[config.mk]
export PLATFORM = sky130hd
export DESIGN_NAME = twi_mem_engine
export DESIGN_NICKNAME = d
export VERILOG_FILES = /design/src/rtl/twi_mem_pkg.sv /design/src/rtl/twi_mem_dp.sv /design/src/rtl/twi_mem_ctrl.sv /design/src/rtl/twi_mem_engine.sv
export SDC_FILE = /design/constraint.sdc
export NUM_CORES = 1
export LEC_CHECK = 0
export ABC_AREA = 1
export BUFFER_PORTS_ARGS = -buffer_cell sky130_fd_sc_hd__buf_2
export CORE_ASPECT_RATIO = 1.75
export CORE_MARGIN = 5
export CORE_UTILIZATION = 59
export DETAILED_ROUTE_END_ITERATION = 10
export PLACE_DENSITY = 0.85
export SKIP_LAST_GASP = 1
export SLEW_MARGIN = 20
export SYNTH_ARGS = -nofsm -noshare
export SYNTH_HDL_FRONTEND = slang
export SYNTH_HIERARCHICAL = 1
export SYNTH_SLANG_ARGS = --single-unit
[constraint.sdc]
create_clock -name clk -period 3.4 [get_ports clk]
set_input_delay 0.68 -clock clk [delete_from_list [all_inputs] [get_ports clk]]
set_output_delay 0.68 -clock clk [all_outputs]
set_load 0.005 [all_outputs]
[src/rtl/twi_mem_pkg.sv]
package twi_mem_pkg;

  // strobes from the control FSM to the datapath
  typedef struct packed {
    logic shiftIn;     // shift the sampled SDA bit into the receive register
    logic cntInc;      // advance the bit counter
    logic cntClr;      // restart the bit counter
    logic ptrLoad;     // load the pointer from the received byte
    logic ptrIncPage;  // step the pointer inside its page
    logic ptrIncFull;  // step the pointer across the whole array
    logic txShift;     // move the transmit register up one bit
  } dpStrobe_t;

  typedef enum logic [2:0] {
    S_IDLE,
    S_CTRL,
    S_ADDR,
    S_WDATA,
    S_RDATA
  } engState_e;

endpackage

[src/rtl/twi_mem_dp.sv]
module twi_mem_dp
  import twi_mem_pkg::*;
#(
  parameter int unsigned ADDR_W = 8,
  parameter int unsigned DATA_W = 8,
  parameter int unsigned PAGE_W = 3,
  parameter int unsigned CNT_W  = 4
) (
  input  logic              clk,
  input  logic              rstN,
  input  dpStrobe_t         strobe,
  input  logic              sdaIn,
  input  logic              rdIssue,
  input  logic [DATA_W-1:0] memRdData,
  output logic [CNT_W-1:0]  bitCnt,
  output logic [DATA_W-1:0] rxByte,
  output logic              txBitCur,
  output logic              txBitNext,
  output logic [ADDR_W-1:0] ptr
);

  logic [DATA_W-1:0] shiftReg;
  logic [DATA_W-1:0] txReg;
  logic              rdLatch;
  logic [ADDR_W-1:0] ptrPageNext;

  assign rxByte    = {shiftReg[DATA_W-2:0], sdaIn};
  assign txBitCur  = txReg[DATA_W-1];
  assign txBitNext = txReg[DATA_W-2];

  // page-local increment; a page as wide as the array degenerates to a plain increment
  generate
    if (PAGE_W >= ADDR_W) begin : g_pageFull
      assign ptrPageNext = ptr + 1'b1;
    end else begin : g_pageSplit
      assign ptrPageNext = {ptr[ADDR_W-1:PAGE_W], ptr[PAGE_W-1:0] + 1'b1};
    end
  endgenerate

  always_ff @(posedge clk or negedge rstN) begin
    if (!rstN) begin
      shiftReg <= '0;
      bitCnt   <= '0;
      ptr      <= '0;
      txReg    <= '0;
      rdLatch  <= 1'b0;
    end else begin
      if (strobe.shiftIn) shiftReg <= rxByte;

      if (strobe.cntClr)      bitCnt <= '0;
      else if (strobe.cntInc) bitCnt <= bitCnt + 1'b1;

      if (strobe.ptrLoad)         ptr <= rxByte[ADDR_W-1:0];
      else if (strobe.ptrIncPage) ptr <= ptrPageNext;
      else if (strobe.ptrIncFull) ptr <= ptr + 1'b1;

      rdLatch <= rdIssue;
      if (rdLatch)             txReg <= memRdData;
      else if (strobe.txShift) txReg <= {txReg[DATA_W-2:0], 1'b0};
    end
  end

endmodule

[src/rtl/twi_mem_ctrl.sv]
module twi_mem_ctrl
  import twi_mem_pkg::*;
#(
  parameter int unsigned DATA_W   = 8,
  parameter int unsigned CNT_W    = 4,
  parameter logic [3:0]  DEV_CODE = 4'b1010
) (
  input  logic             clk,
  input  logic             rstN,
  input  logic             startEv,
  input  logic             stopEv,
  input  logic             sclRise,
  input  logic             sclFall,
  input  logic             sdaIn,
  input  logic             busy,
  input  logic [CNT_W-1:0] bitCnt,
  input  logic [3:0]       rxCode,
  input  logic             rxRw,
  input  logic             txBitCur,
  input  logic             txBitNext,
  output dpStrobe_t        strobe,
  output logic             rdIssue,
  output logic             pbWrEn,
  output logic             sdaDrvLow,
  output logic             pbCommit,
  output logic             pbDrop
);

  localparam logic [CNT_W-1:0] CNT_LAST = CNT_W'(DATA_W);
  localparam logic [CNT_W-1:0] CNT_ACK  = CNT_W'(DATA_W + 1);
  localparam logic [CNT_W-1:0] CNT_PRE  = CNT_W'(DATA_W - 1);

  engState_e state, stN;
  logic      ackGo, ackN;
  logic      isRead, isReadN;
  logic      wrPending, wrPendN;
  logic      drvN, commitN, dropN;
  logic      isRx, ctrlMatch;

  assign isRx      = (state == S_CTRL) || (state == S_ADDR) || (state == S_WDATA);
  assign ctrlMatch = (rxCode == DEV_CODE) && !busy;

  always_comb begin
    stN     = state;
    ackN    = ackGo;
    isReadN = isRead;
    wrPendN = wrPending;
    drvN    = sdaDrvLow;
    commitN = 1'b0;
    dropN   = 1'b0;
    strobe  = '0;
    rdIssue = 1'b0;
    pbWrEn  = 1'b0;

    if (startEv) begin
      stN           = S_CTRL;
      strobe.cntClr = 1'b1;
      drvN          = 1'b0;
      wrPendN       = 1'b0;
      dropN         = wrPending;
    end else if (stopEv) begin
      stN           = S_IDLE;
      strobe.cntClr = 1'b1;
      drvN          = 1'b0;
      wrPendN       = 1'b0;
      commitN       = wrPending;
    end else if (isRx) begin
      if (sclRise) begin
        if (bitCnt < CNT_LAST) begin
          strobe.shiftIn = 1'b1;
          strobe.cntInc  = 1'b1;
          if (bitCnt == CNT_PRE) begin
            // byte complete on this strobe
            unique case (state)
              S_CTRL: begin
                ackN    = ctrlMatch;
                isReadN = rxRw;
                if (ctrlMatch && rxRw) begin
                  rdIssue           = 1'b1;
                  strobe.ptrIncFull = 1'b1;
                end
              end
              S_ADDR: begin
                ackN           = 1'b1;
                strobe.ptrLoad = 1'b1;
              end
              default: begin
                ackN              = 1'b1;
                pbWrEn            = 1'b1;
                strobe.ptrIncPage = 1'b1;
                wrPendN           = 1'b1;
              end
            endcase
          end
        end else if (bitCnt == CNT_LAST) begin
          strobe.cntInc = 1'b1;
        end
      end else if (sclFall) begin
        if (bitCnt == CNT_LAST) begin
          if (ackGo) drvN = 1'b1;
          else       stN  = S_IDLE;
        end else if (bitCnt == CNT_ACK) begin
          strobe.cntClr = 1'b1;
          drvN          = 1'b0;
          if (state == S_CTRL) begin
            if (isRead) begin
              stN  = S_RDATA;
              drvN = !txBitCur;
            end else begin
              stN = S_ADDR;
            end
          end else begin
            stN = S_WDATA;
          end
        end
      end
    end else if (state == S_RDATA) begin
      if (sclRise) begin
        if (bitCnt < CNT_LAST) begin
          strobe.cntInc = 1'b1;
        end else if (bitCnt == CNT_LAST) begin
          if (!sdaIn) begin
            strobe.cntInc     = 1'b1;
            rdIssue           = 1'b1;
            strobe.ptrIncFull = 1'b1;
          end else begin
            stN = S_IDLE;
          end
        end
      end else if (sclFall) begin
        if ((bitCnt != '0) && (bitCnt < CNT_LAST)) begin
          drvN           = !txBitNext;
          strobe.txShift = 1'b1;
        end else if (bitCnt == CNT_LAST) begin
          drvN = 1'b0;
        end else if (bitCnt == CNT_ACK) begin
          strobe.cntClr = 1'b1;
          drvN          = !txBitCur;
        end
      end
    end
  end

  always_ff @(posedge clk or negedge rstN) begin
    if (!rstN) begin
      state     <= S_IDLE;
      ackGo     <= 1'b0;
      isRead    <= 1'b0;
      wrPending <= 1'b0;
      sdaDrvLow <= 1'b0;
      pbCommit  <= 1'b0;
      pbDrop    <= 1'b0;
    end else begin
      state     <= stN;
      ackGo     <= ackN;
      isRead    <= isReadN;
      wrPending <= wrPendN;
      sdaDrvLow <= drvN;
      pbCommit  <= commitN;
      pbDrop    <= dropN;
    end
  end

endmodule

[src/rtl/twi_mem_engine.sv]
module twi_mem_engine
  import twi_mem_pkg::*;
#(
  parameter int unsigned ADDR_W   = 8,
  parameter int unsigned DATA_W   = 8,
  parameter int unsigned PAGE_W   = 3,
  parameter logic [3:0]  DEV_CODE = 4'b1010
) (
  input  logic              clk,
  input  logic              rstN,
  input  logic              startEv,
  input  logic              stopEv,
  input  logic              sclRise,
  input  logic              sclFall,
  input  logic              sdaIn,
  input  logic              busy,
  output logic              sdaDrvLow,
  output logic              pbWrEn,
  output logic [ADDR_W-1:0] pbAddr,
  output logic [DATA_W-1:0] pbData,
  output logic              pbCommit,
  output logic              pbDrop,
  output logic              memRdEn,
  output logic [ADDR_W-1:0] memRdAddr,
  input  logic [DATA_W-1:0] memRdData
);

  localparam int unsigned CNT_W = $clog2(DATA_W + 2);

  dpStrobe_t         strobe;
  logic              rdIssue;
  logic [CNT_W-1:0]  bitCnt;
  logic [DATA_W-1:0] rxByte;
  logic              txBitCur, txBitNext;
  logic [ADDR_W-1:0] ptr;

  twi_mem_ctrl #(
    .DATA_W  (DATA_W),
    .CNT_W   (CNT_W),
    .DEV_CODE(DEV_CODE)
  ) u_ctrl (
    .clk      (clk),
    .rstN     (rstN),
    .startEv  (startEv),
    .stopEv   (stopEv),
    .sclRise  (sclRise),
    .sclFall  (sclFall),
    .sdaIn    (sdaIn),
    .busy     (busy),
    .bitCnt   (bitCnt),
    .rxCode   (rxByte[DATA_W-1 -: 4]),
    .rxRw     (rxByte[0]),
    .txBitCur (txBitCur),
    .txBitNext(txBitNext),
    .strobe   (strobe),
    .rdIssue  (rdIssue),
    .pbWrEn   (pbWrEn),
    .sdaDrvLow(sdaDrvLow),
    .pbCommit (pbCommit),
    .pbDrop   (pbDrop)
  );

  twi_mem_dp #(
    .ADDR_W(ADDR_W),
    .DATA_W(DATA_W),
    .PAGE_W(PAGE_W),
    .CNT_W (CNT_W)
  ) u_dp (
    .clk      (clk),
    .rstN     (rstN),
    .strobe   (strobe),
    .sdaIn    (sdaIn),
    .rdIssue  (rdIssue),
    .memRdData(memRdData),
    .bitCnt   (bitCnt),
    .rxByte   (rxByte),
    .txBitCur (txBitCur),
    .txBitNext(txBitNext),
    .ptr      (ptr)
  );

  assign pbAddr    = ptr;
  assign pbData    = rxByte;
  assign memRdEn   = rdIssue;
  assign memRdAddr = ptr;

endmodule

==> results.tsv <==
stage	metric	value	unit
run_status	status	finished clean	
power	Clk pwr share	32.5	%
yosys	Post-synth EDFFs	0	
timing	Max Transition Viols Final	0	
hold_path	hold path start	u_ctrl/sdaDrvLow$_DFFE_PN0P_	
global_route	largest net degree at the start of global routing	38	
clocking	clock latency on the worst-skew pair	0.29	ns
timing	RSZ-0062 raised after global routing	no	
clocking	Clock Sinks	37	
route	Vias	2160	
critical_path	cell count of the worst reg-to-reg path	12	
global_route	Overflow after GRT	0	
yosys	Async SR Flop Fraction	100	%
timing	Final Hold Viols	0	
die	Initial Utilization	61.3	%
timing	setup violators final	0	
critical_path	reg2reg start	u_ctrl/state[2]$_DFFE_PN0P_	
placement	DP HPWL	3980	µm
yosys	syn nets	331	
power	pwr/cell area	468	nW/µm²
yosys	post-synthesis cell count	313	
finish	Finished Cell Area	2540	µm²
power	peak supply drop	0.000394	V
yosys	Area contributors post-synth	dfrtp_1 (42%), nand2_1 (16%), inv_1 (6.9%), nand3_1 (6.5%), nor2_1 (6.2%)	
clocking	Post-CTS Resized	0	
finish	area grow syn2layout	14.4	%
finish	area of the multi-input gates	1040	µm²
placement	placed cells	393	
critical_path	CP endpoint kind	output pin	
clocking	maximum clock insertion buffer count	2	
clocking	CTS Root Cell	clkbuf_8	
yosys	synthesized area per cell	7.10	µm²
power	sw power	0.000359	W
finish	Seq. cell area	926	µm²
clocking	H-tree depth	2	
yosys	Primary FF master, synth	dfrtp_1	
critical_path	Setup CP Type	register to output pin	
timing	fmax	387	MHz
timing	Max-slew headroom	45.6	%
route	first drt pass iteration count	4	
yosys	Synth Register Bits	37	
die	CORE AREA	3630	µm²
yosys	Synthesis Warnings	6	
die	Die W	56.4	µm
die	floorplan row count	29	
finish	Antenna Diode Count	0	
finish	Final #Nets	372	
critical_path	crit start category	register	
finish	Layout fillers	346	
die	Die ar.	5140	µm²
global_route	GR Util All Layers	21.7	%
clocking	CTS tree	done	
clocking	post-CTS setup buffer count	0	
route	WL/cell	13.0	µm
yosys	cell taking the most area after synthesis	dfrtp_1	
finish	share of layout cells above drive strength 1	20.8	%
yosys	Synth cell types	30	
route	Detail Route Antenna Nets	0	
yosys	mapped cell area	2220	µm²
timing	minimum clock period after layout	2.58	ns
route	initial drt markers	98	
power	leakage power	1.36	nW
critical_path	crit path from	u_ctrl/state[2]$_DFFE_PN0P_	
critical_path	Worst EP arrival	1.90	ns
global_route	initial antenna violation count	0	
power	Logic pwr share	21.1	%
run	max cap viols	0	
yosys	top-area cell type share of the netlist area	41.6	%
yosys	Post-synth top cells	nand2_1 (95), inv_1 (41), dfrtp_1 (37), nor2_1 (37), nand3_1 (29)	
die	Die H	91.2	µm
route	vias per inst	5.39	
placement	DP Area	2430	µm²
placement	routability congestion estimate	0.939	
route	# DRC	0	
power	Sequential Power Share	46.4	%
global_route	number of global-route vias before repair	2118	
hold_path	hold path depth	2	
finish	Post-Layout Cell Count	401	
critical_path	Critical Path Fanout Max	6	
timing	Setup TNS	0	ns
power	P_int	0.000831	W
yosys	post-synthesis sequential area ratio	41.6	%
timing	Fin Clk Skew	0.00654	ns
global_route	first-pass GRT wire length	8960	µm
critical_path	WP data required	2.72	ns
hold_path	Hold Path Class	register to register	
placement	Port Buffer Count	44	
clocking	CTS Hold Bufs	0	
die	# IOs	45	
power	Sw Ratio	30.1	%
route	Detailed Route WL	5200	µm
timing	part of the cycle the worst path needs	76.0	%
clocking	TritonCTS buffer count	5	
yosys	count leader, synth	nand2_1	
clocking	Clock transition at path regs	0.06	ns
timing	Slew @ Worst Pin	0.815	ns
cells by family (layout without fill, tap and decap cells):
| group | Yosys count | in the layout | synth area share, % |
|---|---|---|---|
| flip-flops | 37 | 37 | 41.6 |
| buffers and inverters | 56 | 98 | 11.8 |
| multiplexers | 1 | 1 | 0.506 |
| AO/OA/AOI/OAI | 34 | 34 | 9.34 |
| AND/OR/NAND/NOR | 183 | 183 | 35.6 |
| adder cells (fa/ha/maj) | 2 | 2 | 1.13 |
state kept, by name (all words and copies together) (netlist names):
signal / cells
u_ctrl/pbDrop: 1
u_dp/rdLatch: 1
u_ctrl/isRead: 1
u_ctrl/sdaDrvLow: 1
u_ctrl/ackGo: 1
u_dp/bitCnt: 4
u_dp/txReg: 8
u_dp/ptr: 8
u_ctrl/state: 3
u_dp/shiftReg: 7
u_ctrl/pbCommit: 1
u_ctrl/wrPending: 1
worst paths after layout:
path                                                 to  slack (ns)
setup / recovery                                 pbWrEn        0.82
max in group asynchronous    u_dp/bitCnt[0]$_DFFE_PN0P_        2.40
hold / removal             u_ctrl/sdaDrvLow$_DFFE_PN0P_        0.47
hold reg to reg            u_ctrl/sdaDrvLow$_DFFE_PN0P_        0.47
min in group asynchronous     u_dp/txReg[4]$_DFFE_PN0P_        0.48
setup reg to reg                u_dp/ptr[6]$_DFFE_PN0P_        1.17
power by group through the flow:
stage / logic (W) / registers, W / clock network (W)
floorplan: 0.000148 / 0.000553 / 0
global placement: 0.000240 / 0.000558 / 0
detailed placement: 0.000249 / 0.000560 / 0
CTS: 0.000251 / 0.000552 / 0.000395
global route: 0.000286 / 0.000564 / 0.000418
finish: 0.000251 / 0.000552 / 0.000386
layer usage:
metal	up-vias	GRT usage, %	routed length [µm]
li1	1062	-	-
met1	1008	21.8	1890
met2	69	39.8	2880
met3	21	4.26	244
met4	0	12.9	187
met5	-	0	0
layout by cell type, fill, tap and decap left out, types with 2 or more instances in the layout:
cell type	netlist	routed
nand2_2	4	4
ha_1	2	2
dfrtp_1	37	37
nor2_4	2	2
nor2_2	3	3
o21ai_1	2	2
clkbuf_8	0	6
a31oi_1	2	2
buf_4	11	4
o21ai_2	5	5
o21ai_0	10	10
inv_1	41	41
nand2_1	95	95
nand3_1	29	29
nor3_1	4	4
buf_2	2	44
o21bai_1	2	2
nand4_1	4	4
a21oi_1	10	10
nor2_1	37	37
cell type report:
type	count	share of cell area [%]
multi-input combinational	220	40.7
tap	46	2.26
timing repair buffer	48	9.84
sequential	37	36.4
clock inverter	1	1.18
inverter	42	6.20
clock buffer	7	3.39
per-stage QoR:
stage	power (W)	hold WS, ns	setup WS [ns]	utilization (%)
2_1_floorplan	0.000701	0.384	1.29	-
6_report	0.00119	0.472	0.818	70.1
5_1_grt	0.00127	0.509	0.653	70.1
3_5_place_dp	0.000809	0.463	0.857	66.9
4_1_cts	0.00120	0.481	0.794	70.1
3_3_place_gp	0.000798	0.457	0.895	66.9
worst max-delay path: stages, from the launching register on:
cell and delay (ns):
dfrtp_1 0.43, inv_2 0.11, o21ai_2 0.13, nor2_4 0.14
nand2_2 0.07, or2_4 0.26, nor2_1 0.29, buf_2 0.19
Note: power is estimated with default switching activity, not from simulation.
